File: src/rtl/pixscan_pkg.sv
package pixscan_pkg;

    typedef enum logic [1:0] {
        ST_IDLE    = 2'd0,
        ST_HOLD    = 2'd1,
        ST_SCAN    = 2'd2,
        ST_RESTART = 2'd3
    } scan_state_t;

    typedef struct packed {
        logic clear;
        logic load;
        logic load_dn;
        logic shift;
        logic shift_dn;
    } chain_cmd_t;

endpackage

File: src/rtl/pixscan_chain.sv
module pixscan_chain #(
    parameter int NUM_PIX = 64
) (
    input  logic                      clk,
    input  logic                      rst_n,
    input  pixscan_pkg::chain_cmd_t   cmd,
    output logic [NUM_PIX-1:0]        sel
);
    logic [NUM_PIX-1:0] sel_q;
    logic [NUM_PIX-1:0] sel_d;

    for (genvar i = 0; i < NUM_PIX; i++) begin : g_bit
        logic below;
        logic above;
        if (i == 0) begin : g_lo
            assign below = 1'b0;
        end else begin : g_lo_n
            assign below = sel_q[i-1];
        end
        if (i == NUM_PIX - 1) begin : g_hi
            assign above = 1'b0;
        end else begin : g_hi_n
            assign above = sel_q[i+1];
        end

        always_comb begin
            if (cmd.clear) begin
                sel_d[i] = 1'b0;
            end else if (cmd.load) begin
                sel_d[i] = cmd.load_dn ? (i == NUM_PIX - 1) : (i == 0);
            end else if (cmd.shift) begin
                sel_d[i] = cmd.shift_dn ? above : below;
            end else begin
                sel_d[i] = sel_q[i];
            end
        end
    end

    always_ff @(posedge clk or negedge rst_n) begin
        if (!rst_n) begin
            sel_q <= '0;
        end else begin
            sel_q <= sel_d;
        end
    end

    assign sel = sel_q;

endmodule

File: src/rtl/pixscan_ctrl.sv
module pixscan_ctrl
    import pixscan_pkg::*;
#(
    parameter int NUM_PIX = 64,
    localparam int IDX_W = $clog2(NUM_PIX)
) (
    input  logic        clk,
    input  logic        rst_n,
    input  logic        start_i,
    input  logic        dir_dn_i,
    output chain_cmd_t  cmd,
    output logic        scan_o,
    output logic        dir_q_o,
    output logic        hold_o,
    output logic        bus_odd_o,
    output logic        int_rst_o,
    output logic        cascade_o
);
    localparam logic [IDX_W-1:0] LAST_CNT = IDX_W'(NUM_PIX - 1);
    localparam logic TOP_ODD = 1'((NUM_PIX - 1) % 2);

    scan_state_t state_q, state_d;
    logic [IDX_W-1:0] cnt_q;
    logic dir_q;
    logic odd_q;
    logic at_last;

    assign at_last = (state_q == ST_SCAN) && (cnt_q == LAST_CNT);

    always_comb begin
        state_d = state_q;
        unique case (state_q)
            ST_IDLE:    if (start_i) state_d = ST_HOLD;
            ST_HOLD:    state_d = ST_SCAN;
            ST_SCAN:    if (at_last) state_d = start_i ? ST_RESTART : ST_IDLE;
            ST_RESTART: state_d = ST_HOLD;
            default:    state_d = ST_IDLE;
        endcase
    end

    always_ff @(posedge clk or negedge rst_n) begin
        if (!rst_n) begin
            state_q <= ST_IDLE;
            cnt_q   <= '0;
            dir_q   <= 1'b0;
            odd_q   <= 1'b0;
        end else begin
            state_q <= state_d;
            if (state_q == ST_HOLD) begin
                cnt_q <= '0;
                dir_q <= dir_dn_i;
                odd_q <= dir_dn_i ? TOP_ODD : 1'b0;
            end else if (state_q == ST_SCAN && !at_last) begin
                cnt_q <= cnt_q + 1'b1;
                odd_q <= ~odd_q;
            end
        end
    end

    always_comb begin
        cmd       = '0;
        hold_o    = 1'b0;
        int_rst_o = 1'b0;
        bus_odd_o = 1'b0;
        cascade_o = 1'b0;
        scan_o    = 1'b0;
        unique case (state_q)
            ST_IDLE: ;
            ST_HOLD: begin
                hold_o      = 1'b1;
                cmd.load    = 1'b1;
                cmd.load_dn = dir_dn_i;
            end
            ST_SCAN: begin
                scan_o       = 1'b1;
                bus_odd_o    = odd_q;
                cascade_o    = at_last;
                cmd.clear    = at_last;
                cmd.shift    = !at_last;
                cmd.shift_dn = dir_q;
            end
            ST_RESTART: int_rst_o = 1'b1;
            default: ;
        endcase
    end

    assign dir_q_o = dir_q;

    // hold strobe lasts one cycle and is followed by the scan
    a_r2_hold_then_scan: assert property (@(posedge clk) disable iff (!rst_n)
        hold_o |=> (!hold_o && scan_o));

    // restart pulse leads into a hold cycle
    a_r8_restart_to_hold: assert property (@(posedge clk) disable iff (!rst_n)
        int_rst_o |=> hold_o);

    // start input cannot cut a scan short before its last pixel
    a_r9_scan_continues: assert property (@(posedge clk) disable iff (!rst_n)
        (scan_o && !cascade_o) |=> scan_o);

    // leaving the last pixel with start low goes idle
    a_r9_stop_idle: assert property (@(posedge clk) disable iff (!rst_n)
        (cascade_o && !start_i) |=> (!scan_o && !hold_o && !int_rst_o));

endmodule

File: src/rtl/pixscan_seq.sv
module pixscan_seq
    import pixscan_pkg::*;
#(
    parameter int NUM_PIX = 64
) (
    input  logic               clk,
    input  logic               rst_n,
    input  logic               start_i,
    input  logic               dir_dn_i,
    output logic [NUM_PIX-1:0] pix_sel_o,
    output logic               hold_o,
    output logic               bus_odd_o,
    output logic               int_rst_o,
    output logic               cascade_o
);
    chain_cmd_t cmd;
    logic scan;
    logic dir_q;
    logic [NUM_PIX-1:0] odd_mask;

    pixscan_ctrl #(.NUM_PIX(NUM_PIX)) u_ctrl (
        .clk       (clk),
        .rst_n     (rst_n),
        .start_i   (start_i),
        .dir_dn_i  (dir_dn_i),
        .cmd       (cmd),
        .scan_o    (scan),
        .dir_q_o   (dir_q),
        .hold_o    (hold_o),
        .bus_odd_o (bus_odd_o),
        .int_rst_o (int_rst_o),
        .cascade_o (cascade_o)
    );

    pixscan_chain #(.NUM_PIX(NUM_PIX)) u_chain (
        .clk   (clk),
        .rst_n (rst_n),
        .cmd   (cmd),
        .sel   (pix_sel_o)
    );

    for (genvar i = 0; i < NUM_PIX; i++) begin : g_mask
        assign odd_mask[i] = (i % 2) == 1;
    end

    // select is one-hot during a scan and empty otherwise
    a_r5_sel_onehot: assert property (@(posedge clk) disable iff (!rst_n)
        $countones(pix_sel_o) == (scan ? 1 : 0));

    // bus select follows parity of the selected pixel
    a_r6_bus_parity: assert property (@(posedge clk) disable iff (!rst_n)
        scan |-> (bus_odd_o == (|(pix_sel_o & odd_mask))));

    // cascade token coincides with the end pixel of the direction
    a_r7_cascade_end: assert property (@(posedge clk) disable iff (!rst_n)
        cascade_o |-> (dir_q ? pix_sel_o[0] : pix_sel_o[NUM_PIX-1]));

    // latched direction stays fixed throughout a scan
    a_r10_dir_stable: assert property (@(posedge clk) disable iff (!rst_n)
        (scan && $past(scan)) |-> $stable(dir_q));

endmodule

File: config.mk
export PLATFORM = sky130hd
export DESIGN_NAME = pixscan_seq
export DESIGN_NICKNAME = d
export VERILOG_FILES = /design/src/rtl/pixscan_pkg.sv /design/src/rtl/pixscan_chain.sv /design/src/rtl/pixscan_ctrl.sv /design/src/rtl/pixscan_seq.sv
export SDC_FILE = /design/constraint.sdc
export NUM_CORES = 1
export LEC_CHECK = 0
export BUFFER_PORTS_ARGS = -buffer_cell sky130_fd_sc_hd__buf_2
export CAP_MARGIN = 20
export CORE_MARGIN = 2
export CORE_UTILIZATION = 55
export CTS_BUF_LIST = sky130_fd_sc_hd__clkbuf_8
export CTS_CLUSTER_SIZE = 25
export DETAILED_ROUTE_END_ITERATION = 12
export MAX_ROUTING_LAYER = met4
export PLACE_DENSITY = 0.8
export SETUP_SLACK_MARGIN = 0.05
export SLEW_MARGIN = 5
export SYNTH_ARGS = -nofsm -noshare
export SYNTH_HDL_FRONTEND = slang
export SYNTH_SLANG_ARGS = --single-unit
export TNS_END_PERCENT = 5
File: constraint.sdc
create_clock -name clk -period 2.47 [get_ports clk]
set_clock_uncertainty 0.1 [all_clocks]
set_input_delay 0.3705 -clock clk [delete_from_list [all_inputs] [get_ports clk]]
set_output_delay 0.3705 -clock clk [all_outputs]
set_load 0.01 [all_outputs]
# Word level (Yosys, flattened, before mapping)
# Index checks and enable logic that the tools add are counted.
# W data, S select, Z words.
# totals
ff_bits	74
in_bits	4
out_inout_bits	68
# op_classes
n_addsub	1
eq_ne	6
n_mux	273
bitwise_logic	1
n_reduce_logical	7
# op_table
op	count
$mux W1	265
$mux W6	2
$mux W2	5
$pmux W2 S4	1
$add A6 B1 Y6 const B	1
$eq A6 B6 Y1 const B	1
$eq A2 B2 Y1 const B	2
$reduce_bool A3 Y1	1
$eq A2 B1 Y1 const B	1
$logic_and A1 B1 Y1	2
$logic_not A2 Y1	1
$ne A2 B1 Y1 const B	1
$ne A2 B2 Y1 const B	1
$reduce_and A2 Y1	1
$reduce_bool A2 Y1	1
$logic_not A1 Y1	1
$not A1 Y1	1

# Logic depth before layout (Yosys ltp)
# Gate-level depths: netlist (run 1).
# depth
depth_word	8
ltp_mapped	8
mapped_depth_nobuf	6

# Cells and area by module
# From an unflattened synthesis (run 1), not the netlist that was laid out.
# unflattened
hier_cells	284
area_unflattened_um2	4015.1
# by_module_without_submodules
mod	n_inst	cells_each	area_per_inst_um2	seq_area_each_um2
pixscan_chain	1	219	3413.3	1601.5
pixscan_ctrl	1	65	601.8	250.2

# Least setup slack after synthesis (run 1)
# No wires, ideal clock.
# synth_path
kind	flip-flop to flip-flop
start	reg u_ctrl.state_q[0]
end	reg u_chain.sel_q[24], in the netlist u_chain.sel[24]
t_arrival_ns	1.523
required_ns	2.235
setup_slack_ns	0.712
stages_incl_launch_ff	7
path_buffers	3
synth_period_minus_slack_ns	1.758
path_cell_list	dfrtp_1 -> inv_1 -> ha_1 -> buf_2 -> clkbuf_1 -> clkbuf_1 -> o22ai_1
# synth_between
elab_chain_len	6
word_cells_on_any_way	12
cone_classes	2 x eq/ne; 7 x mux; 3 x reduce/logical
# synth_lines
element	line	source
start: declaration	pixscan_ctrl.sv:22	scan_state_t state_q, state_d;
start signal: assignment	pixscan_ctrl.sv:48	state_q <= state_d;
$eq A2 B2 Y1	pixscan_ctrl.sv:28, pixscan_ctrl.sv:67	
$mux W2	pixscan_ctrl.sv:67	unique case (state_q)
$mux W1	pixscan_chain.sv:32	sel_d[i] = cmd.shift_dn ? above : below;
$mux W1	pixscan_chain.sv:31	end else if (cmd.shift) begin
$mux W1	pixscan_chain.sv:29	end else if (cmd.load) begin
$mux W1	pixscan_chain.sv:27	if (cmd.clear) begin
end signal: assignment	pixscan_chain.sv:43	sel_q <= sel_d;
end: declaration	pixscan_chain.sv:9	logic [NUM_PIX-1:0] sel_q;
# Several ways; a longest one is shown, not always the timed one. The select of a mux whose other input is x is not followed.
# A chain may end at the register's enable or synchronous reset.

# Worst setup path in the final report (run 1)
# layout_path
start	reg u_ctrl.state_q[0]
end	out cascade_o
# layout_between
elab_chain_len	3
# layout_lines
element	line	source
$eq A2 B2 Y1 *	pixscan_ctrl.sv:28, pixscan_ctrl.sv:67	
$logic_and A1 B1 Y1	pixscan_ctrl.sv:28	assign at_last = (state_q == ST_SCAN) && (cnt_q == LAST_CNT);
$mux W1 *	pixscan_ctrl.sv:67	
end: declaration	pixscan_seq.sv:14	output logic cascade_o
# Every way passes the cells marked *; elsewhere a longest branch is shown, timed or not.

==> flow_summary.json, run 1 <==
{
  "max_freq_mhz": 436,
  "rows": 29,
  "syn_inst": 341,
  "post_drt_wl_per_cell_um": 15.6,
  "numCtsBuffers": 9,
  "dpl.hpwl_mm": 5.10,
  "n_fill_cell": 499,
  "ys_warn_count": 0,
  "ctsHtreeMaxLevel": 3,
  "hp-class": "primary input to flip-flop",
  "fin_crit_sh": 0.928,
  "core_sq_um": 6420,
  "setup_ws_ps": 179,
  "antenna_found_initial": 0,
  "maxSlewViolCount": 0,
  "grtUsageTotal": 0.220,
  "clkSinkCount": 74,
  "cts_setup_buffers": 0,
  "cts.path.max_buffers": 2,
  "path_class": "flip-flop to primary output",
  "leakage_uw": 0.00218,
  "cp-end-kind": "primary output",
  "drc": 0,
  "p_per_area_nw_per_um2": 551,
  "drive_gt1_frac": 0.267,
  "ir_drop_mv": 0.237,
  "initial_core_util": 0.576,
  "cp_max_fo": 10,
  "cp_data_required_time_ps": 2000,
  "vias": 2726,
  "cap_violations": 0,
  "seq_area_frac_synth": 0.500,
  "diodes": 0,
  "pre_cts_slack_ps": 350,
  "whs_path_depth": 3,
  "timing.rr.start": "u_ctrl.state_q[0]",
  "viasPerCell": 5.54,
  "status": "complete, no violations",
  "worstSetupStartpoint": "u_ctrl.state_q[0]",
  "worstMarginPinSlew_ps": 530,
  "yosysTopAreaCell": "dfrtp_1",
  "arrival_ps": 1820,
  "setup_tns_ps": 0,
  "netlist_area_sq_um": 3700,
  "path_cells": "inv_1 > ha_2 > and4_4 > nand3_4 > inv_1 > buf_2",
  "cts_tree": "yes",
  "setup_viol": 0,
  "place_inst": 475,
  "io_buffers": 71,
  "layout_common_cells": "74 x dfrtp_1, 70 x inv_1, 70 x buf_2, 63 x mux2i_1, 57 x o22ai_1",
  "die-area_sq_um": 7400,
  "clock_latency_ps": 330,
  "worstHoldStart": "dir_dn_i",
  "grt-ovfl-total": 0,
  "clkTransAtPathRegs_ps": 70,
  "die_y_um": 86.0,
  "startpoint_type": "flip-flop",
  "synth_cell_types": 34,
  "postSynthAreaPerCell_sq_um": 10.9,
  "synth_nets": 351,
  "yosys.area.top_type_share": 0.500,
  "gp_congestion": 0.793,
  "drt_iter0_drc": 186,
  "die_w_um": 86.0,
  "synth.area.top_cells": "dfrtp_1 50%, mux2i_1 17%, o22ai_1 9.6%",
  "areaGrowthSynthToFinish_pct": 17.2,
  "first_pass_iters": 4,
  "reg2regPathDepth": 7,
  "grt_pass1_wl_mm": 12.6,
  "final_common_cell": "dfrtp_1",
  "rsz0062_at_grt": "no",
  "cts.root.buffer_cell": "clkbuf_8",
  "pin_count": 72,
  "finalHoldViolations": 0,
  "crit_slowest_cell": "dfrtp_1",
  "first_global_vias": 2594,
  "cp_common_cell": "inv_1",
  "layout.nets": 420,
  "finalCriticalPeriod_ps": 2290,
  "ant_nets": 0,
  "final_cells": 492,
  "crit_path_max_incr_delay_ps": 400,
  "relSlewSlack": 0.646,
  "grt_max_degree": 63,
  "ys_ff_latch": 74,
  "drt_wl_total_mm": 7.66
}
[layer usage]
layer,share of wire,vias up,GRT usage,wire length [um]
met2,0.48,67,0.329,3720
met3,0.042,8,0.0298,322
met5,0,-,-,0
met1,0.46,1333,0.313,3550
li1,-,1318,-,-
met4,0.0094,0,0.0693,72
[logic make-up (layout without fill, tap and decap cells)]
logic type / Yosys count / after routing / synth area share
DFF: 74 / 74 / 0.500
xor gates and xnor gates: 2 / 2 / 0.00473
muxes: 65 / 65 / 0.176
AOI/OAI and AO/OA: 76 / 76 / 0.137
and+or+nand+nor: 27 / 27 / 0.0487
buffers and inverters: 91 / 165 / 0.113
adders and majority gates: 6 / 6 / 0.0203
[final timing paths]
| kind | endpoint | slack [ps] |
|---|---|---|
| setup reg to reg | u_chain.sel[29] | 390 |
| min in group asynchronous | u_chain.sel[45] | 450 |
| hold / removal | u_ctrl.dir_q_o | 200 |
| setup / recovery | cascade_o | 180 |
| hold reg to reg | u_chain.sel[63] | 450 |
| max in group asynchronous | u_chain.sel[52] | 1160 |
[power by group]
| part | internal (uW) | leakage (uW) | switching (uW) |
|---|---|---|---|
| clock network | 621 | 0.000121 | 423 |
| logic | 46.5 | 0.00106 | 69.2 |
| registers | 1220 | 0.00100 | 11.8 |
[cell type report]
class                   count  area [sq um]  share of cell area
repair buffers             80           465               0.107
flip-flops and latches     74          1850               0.427
clock buffers              11           151              0.0349
clock inverters             5          77.6              0.0179
inverters                  69           259              0.0597
multi-input cells         176          1440               0.332
well taps                  77          96.3              0.0222
[metrics by stage]
step	area, sq um	hold WS, ps	utilization	total power, uW
after floorplan	3700	-25.1	-	1320
after global routing	4340	233	0.676	2480
after CTS	4340	187	0.675	2420
final	4340	196	0.676	2390
after global placement	4100	291	0.638	1370
after detailed placement	4100	288	0.638	1370
[state kept, by name (all words and copies together) (netlist names)]
name            flops
u_ctrl.cnt_q        6
u_ctrl.dir_q_o      1
u_ctrl.state_q      2
u_chain.sel        64
u_ctrl.odd_q        1
[repair_timing]
| action | CTS | global route |
|---|---|---|
| hold buffers | 1 | 0 |
| hold endpoints to repair | 39 | 0 |
| endpoints found under the setup margin | 0 | 1 |
| resized for setup | 0 | 1 |
[cells in the mapped netlist (all sizes together)]
cell type,number
nor3,2
nand2,8
o22ai,62
a21boi,1
o211ai,1
mux2,2
nor2b,1
o21ai,5
and2,1
nand3,4
buf,17
nand4,2
a21oi,3
a22oi,1
and4,3
ha,6
mux2i,63
nor2,3
nand2b,2
a31oi,2
o31ai,1
clkbuf,5
inv,69
dfrtp,74
xor2,2
or2,1
[worst max-delay path: cells and delay by family (launching register included)]
kind / cells / cell delay, ps
simple gates: 2 / 380
flops: 1 / 400
fa+ha+maj: 1 / 330
buf+inv: 3 / 380
Note: power is estimated with default switching activity, not from simulation.
==> inputs of run 2 (changes only) <==
--- a/config.mk
+++ b/config.mk
@@ -8,12 +8,11 @@
 export BUFFER_PORTS_ARGS = -buffer_cell sky130_fd_sc_hd__buf_2
 export CAP_MARGIN = 20
 export CORE_MARGIN = 2
-export CORE_UTILIZATION = 55
+export CORE_UTILIZATION = 40
 export CTS_BUF_LIST = sky130_fd_sc_hd__clkbuf_8
 export CTS_CLUSTER_SIZE = 25
 export DETAILED_ROUTE_END_ITERATION = 12
 export MAX_ROUTING_LAYER = met4
-export PLACE_DENSITY = 0.8
 export SETUP_SLACK_MARGIN = 0.05
 export SLEW_MARGIN = 5
 export SYNTH_ARGS = -nofsm -noshare
==> run 2 against run 1 <==
- first-iteration DRC count decreased by 52%
- clock power increased by 11%
- cell count grew 6.9%
- highest routed layer unchanged
- wire length up 5.0%
- flip-flop and latch count is the same
- die area increased by 36%
- cell area increased by 1.5%
- clock-buffer cell count is 2 lower
==> flow_summary.json, run 2 (same netlist as run 1, synthesis figures left out) <==
{
  "n_fill_cell": 840,
  "relSlewSlack": 0.624,
  "setup_tns_ps": 0,
  "largest_register_ff_count": 64,
  "fin_crit_sh": 0.848,
  "cp_data_required_time_ps": 2000,
  "arrival_ps": 1620,
  "cts.root.buffer_cell": "clkbuf_8",
  "cts-hold-fix-buffers": 1,
  "first_global_vias": 2651,
  "maxSlewViolCount": 0,
  "cp-end-kind": "primary output",
  "max_freq_mhz": 477,
  "finalHoldViolations": 0,
  "core_sq_um": 9110,
  "cts.path.max_buffers": 2,
  "drive_gt1_frac": 0.265,
  "status": "complete, no violations",
  "cap_violations": 0,
  "leakage_uw": 0.00218,
  "grt_pass1_wl_mm": 13.3,
  "drc": 0,
  "antenna_found_initial": 0,
  "grt-ovfl-total": 0,
  "areaGrowthSynthToFinish_pct": 19.0,
  "rsz0062_at_grt": "no",
  "startpoint_type": "flip-flop",
  "worstHoldStart": "dir_dn_i",
  "setup_viol": 0,
  "finalCriticalPeriod_ps": 2090,
  "diodes": 0,
  "post_drt_wl_per_cell_um": 15.3,
  "cts_resized": 0,
  "gp_congestion": 0.800,
  "pre_cts_slack_ps": 516,
  "path_class": "flip-flop to primary output",
  "cp_max_fo": 4,
  "hp-class": "primary input to flip-flop",
  "ant_nets": 0,
  "reg2regPathDepth": 7,
  "numCtsBuffers": 9,
  "p_per_area_nw_per_um2": 566,
  "pin_count": 72,
  "drt_iter0_drc": 90,
  "r2r_slack_ps": 500,
  "die_y_um": 100,
  "worstMarginPinSlew_ps": 562,
  "holdPathEnd": "u_ctrl.dir_q_o",
  "clock_latency_ps": 340,
  "setup_ws_ps": 376,
  "die_w_um": 100,
  "reg2reg_to": "u_chain.sel[33]",
  "layout.nets": 420,
  "vias": 2699,
  "layout_common_cells": "74 x dfrtp_1, 70 x inv_1, 70 x buf_2, 63 x mux2i_1, 57 x o22ai_1",
  "grtUsageTotal": 0.171,
  "viasPerCell": 5.13,
  "first_pass_iters": 4,
  "timing.rr.start": "u_ctrl.state_q[0]",
  "rows": 35,
  "die-area_sq_um": 10000,
  "grt_max_degree": 41,
  "io_buffers": 71,
  "final_common_cell": "dfrtp_1",
  "whs_path_depth": 3,
  "initial_core_util": 0.406,
  "cts_setup_buffers": 0,
  "dpl.hpwl_mm": 5.24,
  "ir_drop_mv": 0.308,
  "clkTransAtPathRegs_ps": 80,
  "ctsHtreeMaxLevel": 3,
  "drt_wl_total_mm": 8.04,
  "clkSinkCount": 74,
  "cts_tree": "yes"
}
-- run 2: report_power, final --
| part | switching [uW] | leakage, uW | internal [uW] |
|---|---|---|---|
| Sequential | 12.0 | 0.00100 | 1220 |
| Clock | 474 | 0.000117 | 671 |
| Combinational | 68.8 | 0.00107 | 44.9 |
-- run 2: how the worst max path moves through the flow --
| stage | start | slack, ps | end |
|---|---|---|---|
| CTS | u_ctrl.state_q[0] | 350 | cascade_o |
| floorplan | u_ctrl.state_q[0] | 710 | u_chain.sel[24] |
| global route | u_ctrl.state_q[0] | 260 | cascade_o |
| global placement | u_ctrl.state_q[0] | 550 | u_chain.sel[39] |
| finish | u_ctrl.state_q[0] | 380 | cascade_o |
| detailed placement | u_ctrl.state_q[0] | 520 | u_chain.sel[60] |
-- run 2: cell type report --
cell class              instances  area, sq um  share of cell area
inverters                      69          259              0.0588
repair buffers                 80          478               0.108
clock inverters                 7          118              0.0267
clock buffers                   9          124              0.0281
multi-input cells             176         1440               0.326
well taps                     111          139              0.0315
flip-flops and latches         74         1850               0.420
-- run 2: critical path, cell delays in order (launching register included) --
cell and delay, ps:
dfrtp_1 400, inv_1 130, ha_1 190, and4_4 260
nand3_4 110, inv_1 70, buf_2 120
-- run 2: layer usage --
layer / wire length [um] / track usage
met1: 3890 / 0.231
met2: 3760 / 0.259
met3: 285 / 0.0299
met4: 101 / 0.0664
met5: 0 / -
-- run 2: per-stage QoR --
step	utilization	hold WS, ps	instance area, sq um	power, uW	std cells
floorplan	-	-25.1	3700	1320	341
global placement	0.456	264	4150	1370	509
detailed placement	0.456	266	4150	1370	509
CTS	0.484	187	4410	2520	526
global route	0.484	216	4410	2580	526
finish	0.484	213	4410	2490	526
